==> src/rtl/dma_sync_pkg.sv <==
package dma_sync_pkg;

    typedef enum logic [1:0] {
        ST_PASS = 2'd0,
        ST_HOLD = 2'd1,
        ST_OPEN = 2'd2
    } gate_state_t;

    typedef enum logic [1:0] {
        EDGE_NONE = 2'b00,
        EDGE_RISE = 2'b01,
        EDGE_FALL = 2'b10,
        EDGE_BOTH = 2'b11
    } edge_mode_t;

    localparam logic [3:0] ADDR_CTRL = 4'h0;
    localparam logic [3:0] ADDR_STAT = 4'h4;
    localparam logic [3:0] ADDR_CLR  = 4'h8;

    localparam int CTRL_SEL_LSB = 8;
    localparam int CTRL_CNT_LSB = 16;

endpackage

==> src/rtl/dma_sync_edge.sv <==
module dma_sync_edge
    import dma_sync_pkg::*;
#(
    parameter int GPIO_N = 16,
    parameter int GEN_N  = 7,
    parameter int SEL_W  = 5
) (
    input  logic              clk,
    input  logic              rst_n,
    input  logic [GPIO_N-1:0] gpio_line,
    input  logic [GEN_N-1:0]  gen_evt,
    input  logic [SEL_W-1:0]  src_sel,
    input  edge_mode_t        edge_mode,
    output logic              edge_pulse
);
    localparam int LINES = 2 ** SEL_W;

    logic [LINES-1:0] line_vec;
    logic             line_pick;
    logic             sync_a, sync_b, hist;

    for (genvar i = 0; i < LINES; i++) begin : g_line
        if (i < GPIO_N) begin : g_gpio
            assign line_vec[i] = gpio_line[i];
        end else if (i < GPIO_N + GEN_N) begin : g_gen
            assign line_vec[i] = gen_evt[i-GPIO_N];
        end else begin : g_tie
            assign line_vec[i] = 1'b0;
        end
    end

    assign line_pick = line_vec[src_sel];

    always_ff @(posedge clk or negedge rst_n) begin
        if (!rst_n) begin
            sync_a <= 1'b0;
            sync_b <= 1'b0;
            hist   <= 1'b0;
        end else begin
            sync_a <= line_pick;
            sync_b <= sync_a;
            hist   <= sync_b;
        end
    end

    always_comb begin
        unique case (edge_mode)
            EDGE_RISE: edge_pulse = sync_b & ~hist;
            EDGE_FALL: edge_pulse = ~sync_b & hist;
            EDGE_BOTH: edge_pulse = sync_b ^ hist;
            default:   edge_pulse = 1'b0;
        endcase
    end

endmodule

==> src/rtl/dma_sync_regs.sv <==
module dma_sync_regs
    import dma_sync_pkg::*;
#(
    parameter int SEL_W = 5,
    parameter int CNT_W = 8
) (
    input  logic             clk,
    input  logic             rst_n,
    input  logic             psel,
    input  logic             penable,
    input  logic             pwrite,
    input  logic [3:0]       paddr,
    input  logic [31:0]      pwdata,
    output logic [31:0]      prdata,
    input  logic             ovf_set,
    output logic             gate_en,
    output edge_mode_t       edge_mode,
    output logic             evt_en,
    output logic             ovf_ie,
    output logic [SEL_W-1:0] src_sel,
    output logic [CNT_W-1:0] burst_len,
    output logic             ovf_flag,
    output logic             irq
);
    logic wr_stb;
    logic clr_stb;

    assign wr_stb  = psel & penable & pwrite;
    assign clr_stb = wr_stb & (paddr == ADDR_CLR) & pwdata[0];

    always_ff @(posedge clk or negedge rst_n) begin
        if (!rst_n) begin
            gate_en   <= 1'b0;
            edge_mode <= EDGE_NONE;
            evt_en    <= 1'b0;
            ovf_ie    <= 1'b0;
            src_sel   <= '0;
            burst_len <= '0;
        end else if (wr_stb && paddr == ADDR_CTRL) begin
            gate_en   <= pwdata[0];
            edge_mode <= edge_mode_t'(pwdata[2:1]);
            evt_en    <= pwdata[3];
            ovf_ie    <= pwdata[4];
            src_sel   <= pwdata[CTRL_SEL_LSB +: SEL_W];
            burst_len <= pwdata[CTRL_CNT_LSB +: CNT_W];
        end
    end

    always_ff @(posedge clk or negedge rst_n) begin
        if (!rst_n) begin
            ovf_flag <= 1'b0;
        end else if (ovf_set) begin
            ovf_flag <= 1'b1;
        end else if (clr_stb) begin
            ovf_flag <= 1'b0;
        end
    end

    assign irq = ovf_flag & ovf_ie;

    always_comb begin
        prdata = '0;
        unique case (paddr)
            ADDR_CTRL: begin
                prdata[0]                      = gate_en;
                prdata[2:1]                    = edge_mode;
                prdata[3]                      = evt_en;
                prdata[4]                      = ovf_ie;
                prdata[CTRL_SEL_LSB +: SEL_W]  = src_sel;
                prdata[CTRL_CNT_LSB +: CNT_W]  = burst_len;
            end
            ADDR_STAT: prdata[0] = ovf_flag;
            default:   prdata = '0;
        endcase
    end

endmodule

==> src/rtl/dma_sync_fsm.sv <==
module dma_sync_fsm
    import dma_sync_pkg::*;
#(
    parameter int CNT_W = 8
) (
    input  logic             clk,
    input  logic             rst_n,
    input  logic             gate_en,
    input  logic             evt_en,
    input  logic [CNT_W-1:0] burst_len,
    input  logic             edge_pulse,
    input  logic             req_in,
    input  logic             req_served,
    output logic             req_out,
    output logic             evt_out,
    output logic             ovf_set,
    output gate_state_t      state
);
    gate_state_t      state_nxt;
    logic [CNT_W-1:0] cnt;
    logic             last_serve;

    assign last_serve = (state == ST_OPEN) && req_served && (cnt == '0);

    always_ff @(posedge clk or negedge rst_n) begin
        if (!rst_n) begin
            state   <= ST_PASS;
            cnt     <= '0;
            evt_out <= 1'b0;
        end else begin
            state   <= state_nxt;
            evt_out <= gate_en && evt_en && last_serve;
            if (!gate_en || state != ST_OPEN) begin
                cnt <= burst_len;
            end else if (req_served) begin
                cnt <= (cnt == '0) ? burst_len : cnt - 1'b1;
            end
        end
    end

    always_comb begin
        state_nxt = state;
        if (!gate_en) begin
            state_nxt = ST_PASS;
        end else begin
            unique case (state)
                ST_PASS: state_nxt = ST_HOLD;
                ST_HOLD: if (edge_pulse) state_nxt = ST_OPEN;
                ST_OPEN: if (last_serve) state_nxt = ST_HOLD;
                default: state_nxt = ST_PASS;
            endcase
        end
    end

    always_comb begin
        req_out = 1'b0;
        ovf_set = 1'b0;
        unique case (state)
            ST_PASS: req_out = req_in;
            ST_OPEN: begin
                req_out = req_in;
                ovf_set = gate_en && edge_pulse;
            end
            default: req_out = 1'b0;
        endcase
    end

endmodule

==> src/rtl/dma_sync_gate.sv <==
module dma_sync_gate
    import dma_sync_pkg::*;
#(
    parameter int GPIO_N = 16,
    parameter int GEN_N  = 7,
    parameter int SEL_W  = 5,
    parameter int CNT_W  = 8
) (
    input  logic              clk,
    input  logic              rst_n,
    input  logic [GPIO_N-1:0] gpio_line,
    input  logic [GEN_N-1:0]  gen_evt,
    input  logic              req_in,
    input  logic              req_served,
    output logic              req_out,
    output logic              evt_out,
    output logic              irq,
    input  logic              psel,
    input  logic              penable,
    input  logic              pwrite,
    input  logic [3:0]        paddr,
    input  logic [31:0]       pwdata,
    output logic [31:0]       prdata
);
    logic             gate_en;
    edge_mode_t       edge_mode;
    logic             evt_en;
    logic             ovf_ie;
    logic [SEL_W-1:0] src_sel;
    logic [CNT_W-1:0] burst_len;
    logic             ovf_flag;
    logic             ovf_set;
    logic             edge_pulse;
    gate_state_t      state;

    dma_sync_regs #(.SEL_W(SEL_W), .CNT_W(CNT_W)) u_regs (
        .clk(clk), .rst_n(rst_n),
        .psel(psel), .penable(penable), .pwrite(pwrite),
        .paddr(paddr), .pwdata(pwdata), .prdata(prdata),
        .ovf_set(ovf_set),
        .gate_en(gate_en), .edge_mode(edge_mode), .evt_en(evt_en),
        .ovf_ie(ovf_ie), .src_sel(src_sel), .burst_len(burst_len),
        .ovf_flag(ovf_flag), .irq(irq)
    );

    dma_sync_edge #(.GPIO_N(GPIO_N), .GEN_N(GEN_N), .SEL_W(SEL_W)) u_edge (
        .clk(clk), .rst_n(rst_n),
        .gpio_line(gpio_line), .gen_evt(gen_evt),
        .src_sel(src_sel), .edge_mode(edge_mode),
        .edge_pulse(edge_pulse)
    );

    dma_sync_fsm #(.CNT_W(CNT_W)) u_fsm (
        .clk(clk), .rst_n(rst_n),
        .gate_en(gate_en), .evt_en(evt_en), .burst_len(burst_len),
        .edge_pulse(edge_pulse),
        .req_in(req_in), .req_served(req_served),
        .req_out(req_out), .evt_out(evt_out),
        .ovf_set(ovf_set), .state(state)
    );

endmodule

==> config.mk <==
export PLATFORM = sky130hd
export DESIGN_NAME = dma_sync_gate
export DESIGN_NICKNAME = d
export VERILOG_FILES = /design/src/rtl/dma_sync_pkg.sv /design/src/rtl/dma_sync_edge.sv /design/src/rtl/dma_sync_regs.sv /design/src/rtl/dma_sync_fsm.sv /design/src/rtl/dma_sync_gate.sv
export SDC_FILE = /design/constraint.sdc
export NUM_CORES = 1
export LEC_CHECK = 0
export CORE_MARGIN = 5
export CORE_UTILIZATION = 45
export CTS_BUF_LIST = sky130_fd_sc_hd__clkbuf_8
export DETAILED_ROUTE_END_ITERATION = 10
export GPL_TIMING_DRIVEN = 0
export PLACE_DENSITY_LB_ADDON = 0.1
export SYNTH_ARGS = -nofsm -noshare
export SYNTH_HDL_FRONTEND = slang
export SYNTH_SLANG_ARGS = --single-unit
==> constraint.sdc <==
create_clock -name clk -period 4.7 [get_ports clk]
set_input_delay 0.47 -clock clk [delete_from_list [all_inputs] [get_ports clk]]
set_output_delay 0.47 -clock clk [all_outputs]
set_load 0.02 [all_outputs]
# [Yosys cells after proc, flatten, opt, wreduce, memory -nomap -nowiden]
# Index checks and enable logic that the tools add are counted.
[word_totals] wordCells=68 out_inout_bits=35 input_bits=66 regBits=33
[classes] magnitude_cmp=1 n_eq_ne=10 addsub=1 n_bitwise=10 n_reduce_logical=15 muxes=18
[ops] op="$mux W8" count=4
[ops] op="$logic_not A8 Y1" count=1
[ops] op="$sub A8 B1 Y8 const B" count=1
[ops] op="$and A1 B1 Y1" count=7
[ops] op="$eq A2 B2 Y1 const B" count=3
[ops] op="$logic_and A1 B1 Y1" count=6
[ops] op="$lt A5 B6 Y1 const B" count=1
[ops] op="$mux W2" count=3
[ops] op="$ne A3 B2 Y1 const B" count=2
[ops] op="$pmux W2 S3" count=1
[ops] op="$bmux W1 S5" count=1
[ops] op="$mux W1" count=5
[ops] op="$mux W5" count=1
[ops] op="$eq A2 B1 Y1 const B" count=2
[ops] op="$eq A4 B3 Y1 const B" count=1
[ops] op="$eq A4 B4 Y1 const B" count=1
[ops] op="$logic_not A4 Y1" count=1
[ops] op="$mux W4" count=1
[ops] op="$reduce_bool A2 Y1" count=2
[ops] op="$pmux W1 S3" count=1
[ops] op="$logic_not A2 Y1" count=1
[ops] op="$ne A2 B2 Y1 const B" count=1
[ops] op="$not A1 Y1" count=2
[ops] op="$pmux W1 S2" count=1
[ops] op="other kinds (5)" count=5

# [Logic depth before layout (Yosys ltp)]
[depth] word_depth=6 ltp_mapped=7

# [Hierarchy]
# Synthesis repeated with hierarchy kept, for this count alone.
[unflattened] cells_unflattened=187 hier_area_um2=2093.3
[modules_own_cells] module="dma_sync_regs" area_each_um2=1041.0 cells_each=81 seq_area_each_um2=475.5 instances=1
[modules_own_cells] module="dma_sync_fsm" area_each_um2=693.2 cells_each=77 seq_area_each_um2=275.3 instances=1
[modules_own_cells] module="dma_sync_edge" area_each_um2=359.1 cells_each=29 seq_area_each_um2=75.1 instances=1

# [Least setup slack after synthesis]
# No wires, ideal clock.
[synth_path] kind="register to register" start="register u_fsm.cnt[0]" end="register u_fsm.cnt[3]" t_required_ps=4575 arrival_ps=1735 n_path_buf=1 setup_time_ps=125 period_less_slack_ps=1860 path_slack_ps=2840 path_stages_with_launch=7 path_cell_list="dfrtp_1 -> inv_1 -> ha_1 -> or3b_1 -> o31a_1 -> buf_6 -> mux2_4"
[synth_between] elab_chain_cells=4 word_cells_on_any_way=5 cone_classes="1 x add/sub; 3 x mux; 1 x reduce/logical"
[synth_rtl] element="from (decl)" line_no="dma_sync_fsm.sv:20" text="logic [CNT_W-1:0] cnt;"
[synth_rtl] element="from (signal assigned)" line_no="dma_sync_fsm.sv:34" text="cnt <= burst_len;"
[synth_rtl] element="from (signal assigned)" line_no="dma_sync_fsm.sv:36" text="cnt <= (cnt == '0) ? burst_len : cnt - 1'b1;"
[synth_rtl] element="$sub A8 B1 Y8 / $logic_not A8 Y1 (equally long branches)" line_no="dma_sync_fsm.sv:36"
[synth_rtl] element="$mux W8 (*)" line_no="dma_sync_fsm.sv:36"
[synth_rtl] element="$mux W8 (*)" line_no="dma_sync_fsm.sv:35" text="end else if (req_served) begin"
[synth_rtl] element="$mux W8 (*)" line_no="dma_sync_fsm.sv:33" text="if (!gate_en || state != ST_OPEN) begin"
# Every way passes the cells marked *; elsewhere a longest branch is shown, timed or not. The select of a mux whose other input is x is not followed.
# A chain may end at the register's enable or synchronous reset.

# [Worst setup path after layout]
[layout_path] start="input paddr[1]" end="output prdata[10]"
[layout_between] elab_chain_cells=2
[layout_rtl] element="from (decl)" line_no="dma_sync_gate.sv:21" text="input logic [3:0] paddr,"
[layout_rtl] element="$logic_not A4 Y1" line_no="dma_sync_regs.sv:63" text="unique case (paddr)"
[layout_rtl] element="$mux W5" line_no="dma_sync_regs.sv:63"
[layout_rtl] element="to (decl)" line_no="dma_sync_gate.sv:23" text="output logic [31:0] prdata"
# Every way passes these cells.

==> out/qor.txt <==
CTS Root Cell: clkbuf_8
Drt pass-1 iters: 4
Class of the most critical setup path: input pin to primary output
Final Hold Viols: 0
Antenna diodes: 0
Layout cells sized above 1: 0.2014
Post-CTS Setup Bufs: 0
Fin Clk Skew: 0.007655 ns
Starting DRC count in detailed routing: 53
Period utilisation layout: 0.6794
Die width: 76.91 um
Status: complete, no violations
Port bufs: 71
Fraction of registers with async set or reset after synthesis: 1.000
Max Slew Vio Count: 0
Detailed Place HPWL: 3.886 mm
HP Class: input pin to async pin
Worst path max stage delay: 0.63 ns
Util after Layout: 0.6776
Worst EP required: 4.23 ns
Area delta synth->final: 46.46%
Worst Setup Start Kind: input pin
Synth Cell Area: 2014 um^2
Yosys cell types: 47
First-pass GRT wire length: 8.197 mm
H-tree levels: 2
GRT Total Usage: 0.1702
Fillers: 362
MaxCap Viol Count: 0
Place WS: 1.499 ns
Nets: 347
Final setup margin: 1.507 ns
Element type at the critical path end: primary output
Initial antenna violation count: 0
Seq cells post-synth: 33
DRC viols: 0
Number of cell rows: 24
Starting Density: 0.4626
TritonCTS Buffers: 5
Slew Limit Headroom: 0.5126
Ys Warns: 0
Routed Antenna Nets: 0
Avg Synthesized Cell Area: 10.83 um^2
Core area: 4354 um^2
CTS tree: built
DRT Wirelength: 4.938 mm
Main synth FF type: dfrtp_1
Worst-skew pair later-pin latency: 0.28 ns
Routed length per instance: 14.96 um
RSZ-0062 raised after global routing: false
Cts repair resizes: 0
Mapped Cells: 186
GRT met2 Usage: 0.3141
Crit Path Max Fanout: 10
Pin count of the biggest net entering global routing: 34
Lkg Pwr: 0.001306 uW
Pwr/cell area: 294.6 nW/um^2
Slew @ Worst Pin: 0.7311 ns
CP dominant cell by count: clkdlybuf4s50_1
Endpoints failing setup: 0
DR vias: 1677
Crit path arrival time: 2.72 ns
Peak supply drop: 0.1642 mV
Ports: 101
Met1 usage: 0.1919
Die area: 5914 um^2
Grt met3 use: 0.04801
Crit-path slowest cell: clkdlybuf4s50_1
Gr busiest metal: met2
CP Cell Sequence: clkdlybuf4s50_1, nor4_4, clkbuf_1, and2_1, clkdlybuf4s50_1
EDFF count, synth: 0
Via/cell ratio: 5.082
Max frequency: 313.2 MHz
Die Span Y: 76.91 um
Vias in the first global route: 1760
Cts hold-fix bufs: 0
Reg clk slew, reported paths: 0.07 ns
Sequential fraction of the synthesis area: 0.4099
RePlAce Congestion: 0.8372
Clk sinks: 33
Non-Filler Instances: 330
Global route overflow: 0
Final min period: 3.193 ns
TNS Setup: 0 ns
Cells after DPL: 322
Fin Hold WS: 0.2450 ns
Clock Tree Buf Depth: 2
Reg2reg setup slack: 2.71 ns
==> final timing paths <==
path / startpoint / endpoint / depth (start not counted)
min in group clk: u_edge.sync_a / u_edge.sync_b / 0
max in group asynchronous: rst_n / u_regs.burst_len[7] / 1
min: rst_n / u_regs.ovf_ie / 1
max reg2reg: u_fsm.cnt[0] / u_fsm.cnt[3] / 6
min reg2reg: u_edge.sync_a / u_edge.sync_b / 0
max: paddr[1] / prdata[10] / 5
==> flip-flops by register name, indices dropped and copies added (netlist names) <==
register,flops
u_regs.ovf_ie,1
u_edge.hist,1
u_regs.ovf_flag,1
u_fsm.state,2
u_regs.evt_en,1
u_fsm.evt_out,1
u_fsm.cnt,8
u_regs.edge_mode,2
u_edge.sync_a,1
u_regs.src_sel,5
u_edge.sync_b,1
u_regs.burst_len,8
u_regs.gate_en,1
==> power by group <==
group	switching [uW]	internal [uW]	total, uW
sequential	35.8	325	360
clock	102	171	273
combinational	101	135	236
==> through the flow <==
step                      cell area (um^2)  power (uW)
after floorplan                       2063       513.4
after global placement                2839       598.9
after detailed placement              2834       602.0
after CTS                             2950       874.4
after global routing                  2950       916.1
final                                 2950       869.1
==> cell usage after synthesis, types with 2 or more instances <==
library cell | count | area, um^2
dfrtp_1 | 33 | 825.8
and2_1 | 18 | 112.6
mux2_2 | 18 | 202.7
buf_4 | 17 | 127.6
a21oi_1 | 10 | 50.05
nor2_1 | 9 | 33.78
inv_1 | 8 | 30.03
o21ai_0 | 6 | 30.03
mux4_2 | 5 | 112.6
ha_1 | 4 | 50.05
nand2_1 | 4 | 15.01
nand3b_1 | 4 | 30.03
clkbuf_1 | 3 | 11.26
mux2i_1 | 3 | 30.03
nand2b_1 | 3 | 18.77
nor2b_1 | 3 | 18.77
o22ai_1 | 3 | 18.77
and4_1 | 2 | 17.52
nor3_1 | 2 | 10.01
o211ai_1 | 2 | 15.01
or3_1 | 2 | 12.51
xnor2_1 | 2 | 17.52
==> cell type report <==
type | instances | area (um^2) | area share
Inverter | 8 | 30.03 | 0.01018
Multi-Input combinational cell | 135 | 1049 | 0.3554
Clock buffer | 6 | 82.58 | 0.02799
Buffer | 23 | 158.9 | 0.05386
Timing Repair Buffer | 71 | 705.7 | 0.2392
Sequential cell | 33 | 825.8 | 0.2799
Tap cell | 52 | 65.06 | 0.02205
Clock inverter | 2 | 33.78 | 0.01145
==> cell families after synthesis <==
family	count (synthesis)	synth area share
AND/OR/NAND/NOR	56	0.1776
flip-flops	33	0.4099
AO/OA/AOI/OAI	32	0.1044
buffers and inverters	31	0.09378
multiplexers	27	0.1789
adder cells (fa/ha/maj)	4	0.02485
XOR/XNOR	2	0.008697
other	1	0.001862
==> layout by cell type (no fill, tap or decap), drive strengths merged, types with 2 or more instances in the layout <==
cell type and instances:
conb 14, nand2b 3, nand2 4, and2 18, inv 9, buf 21, ha 4, nor2b 3
or4 2, o21ai 6, or3 2, a21oi 10, o22ai 3, dfrtp 33, o211ai 2, mux4 5
mux2 19, xnor2 2, clkdlybuf4s50 70, nor3 2, nor2 9, nand3b 4, mux2i 3, and4 2
clkbuf 9, nor4 2
==> worst max-delay path: cells and delay by family <==
family / cells / cell delay (ns)
simple gates: 2 / 0.74
buf+inv: 3 / 1.51
==> metal layers <==
metal | vias to the layer above | wire length (um)
met5 | - | 0
met4 | 0 | 29
met3 | 5 | 290
met2 | 46 | 2650
met1 | 808 | 1967
li1 | 818 | -
Power figures use the tool's default switching activity.
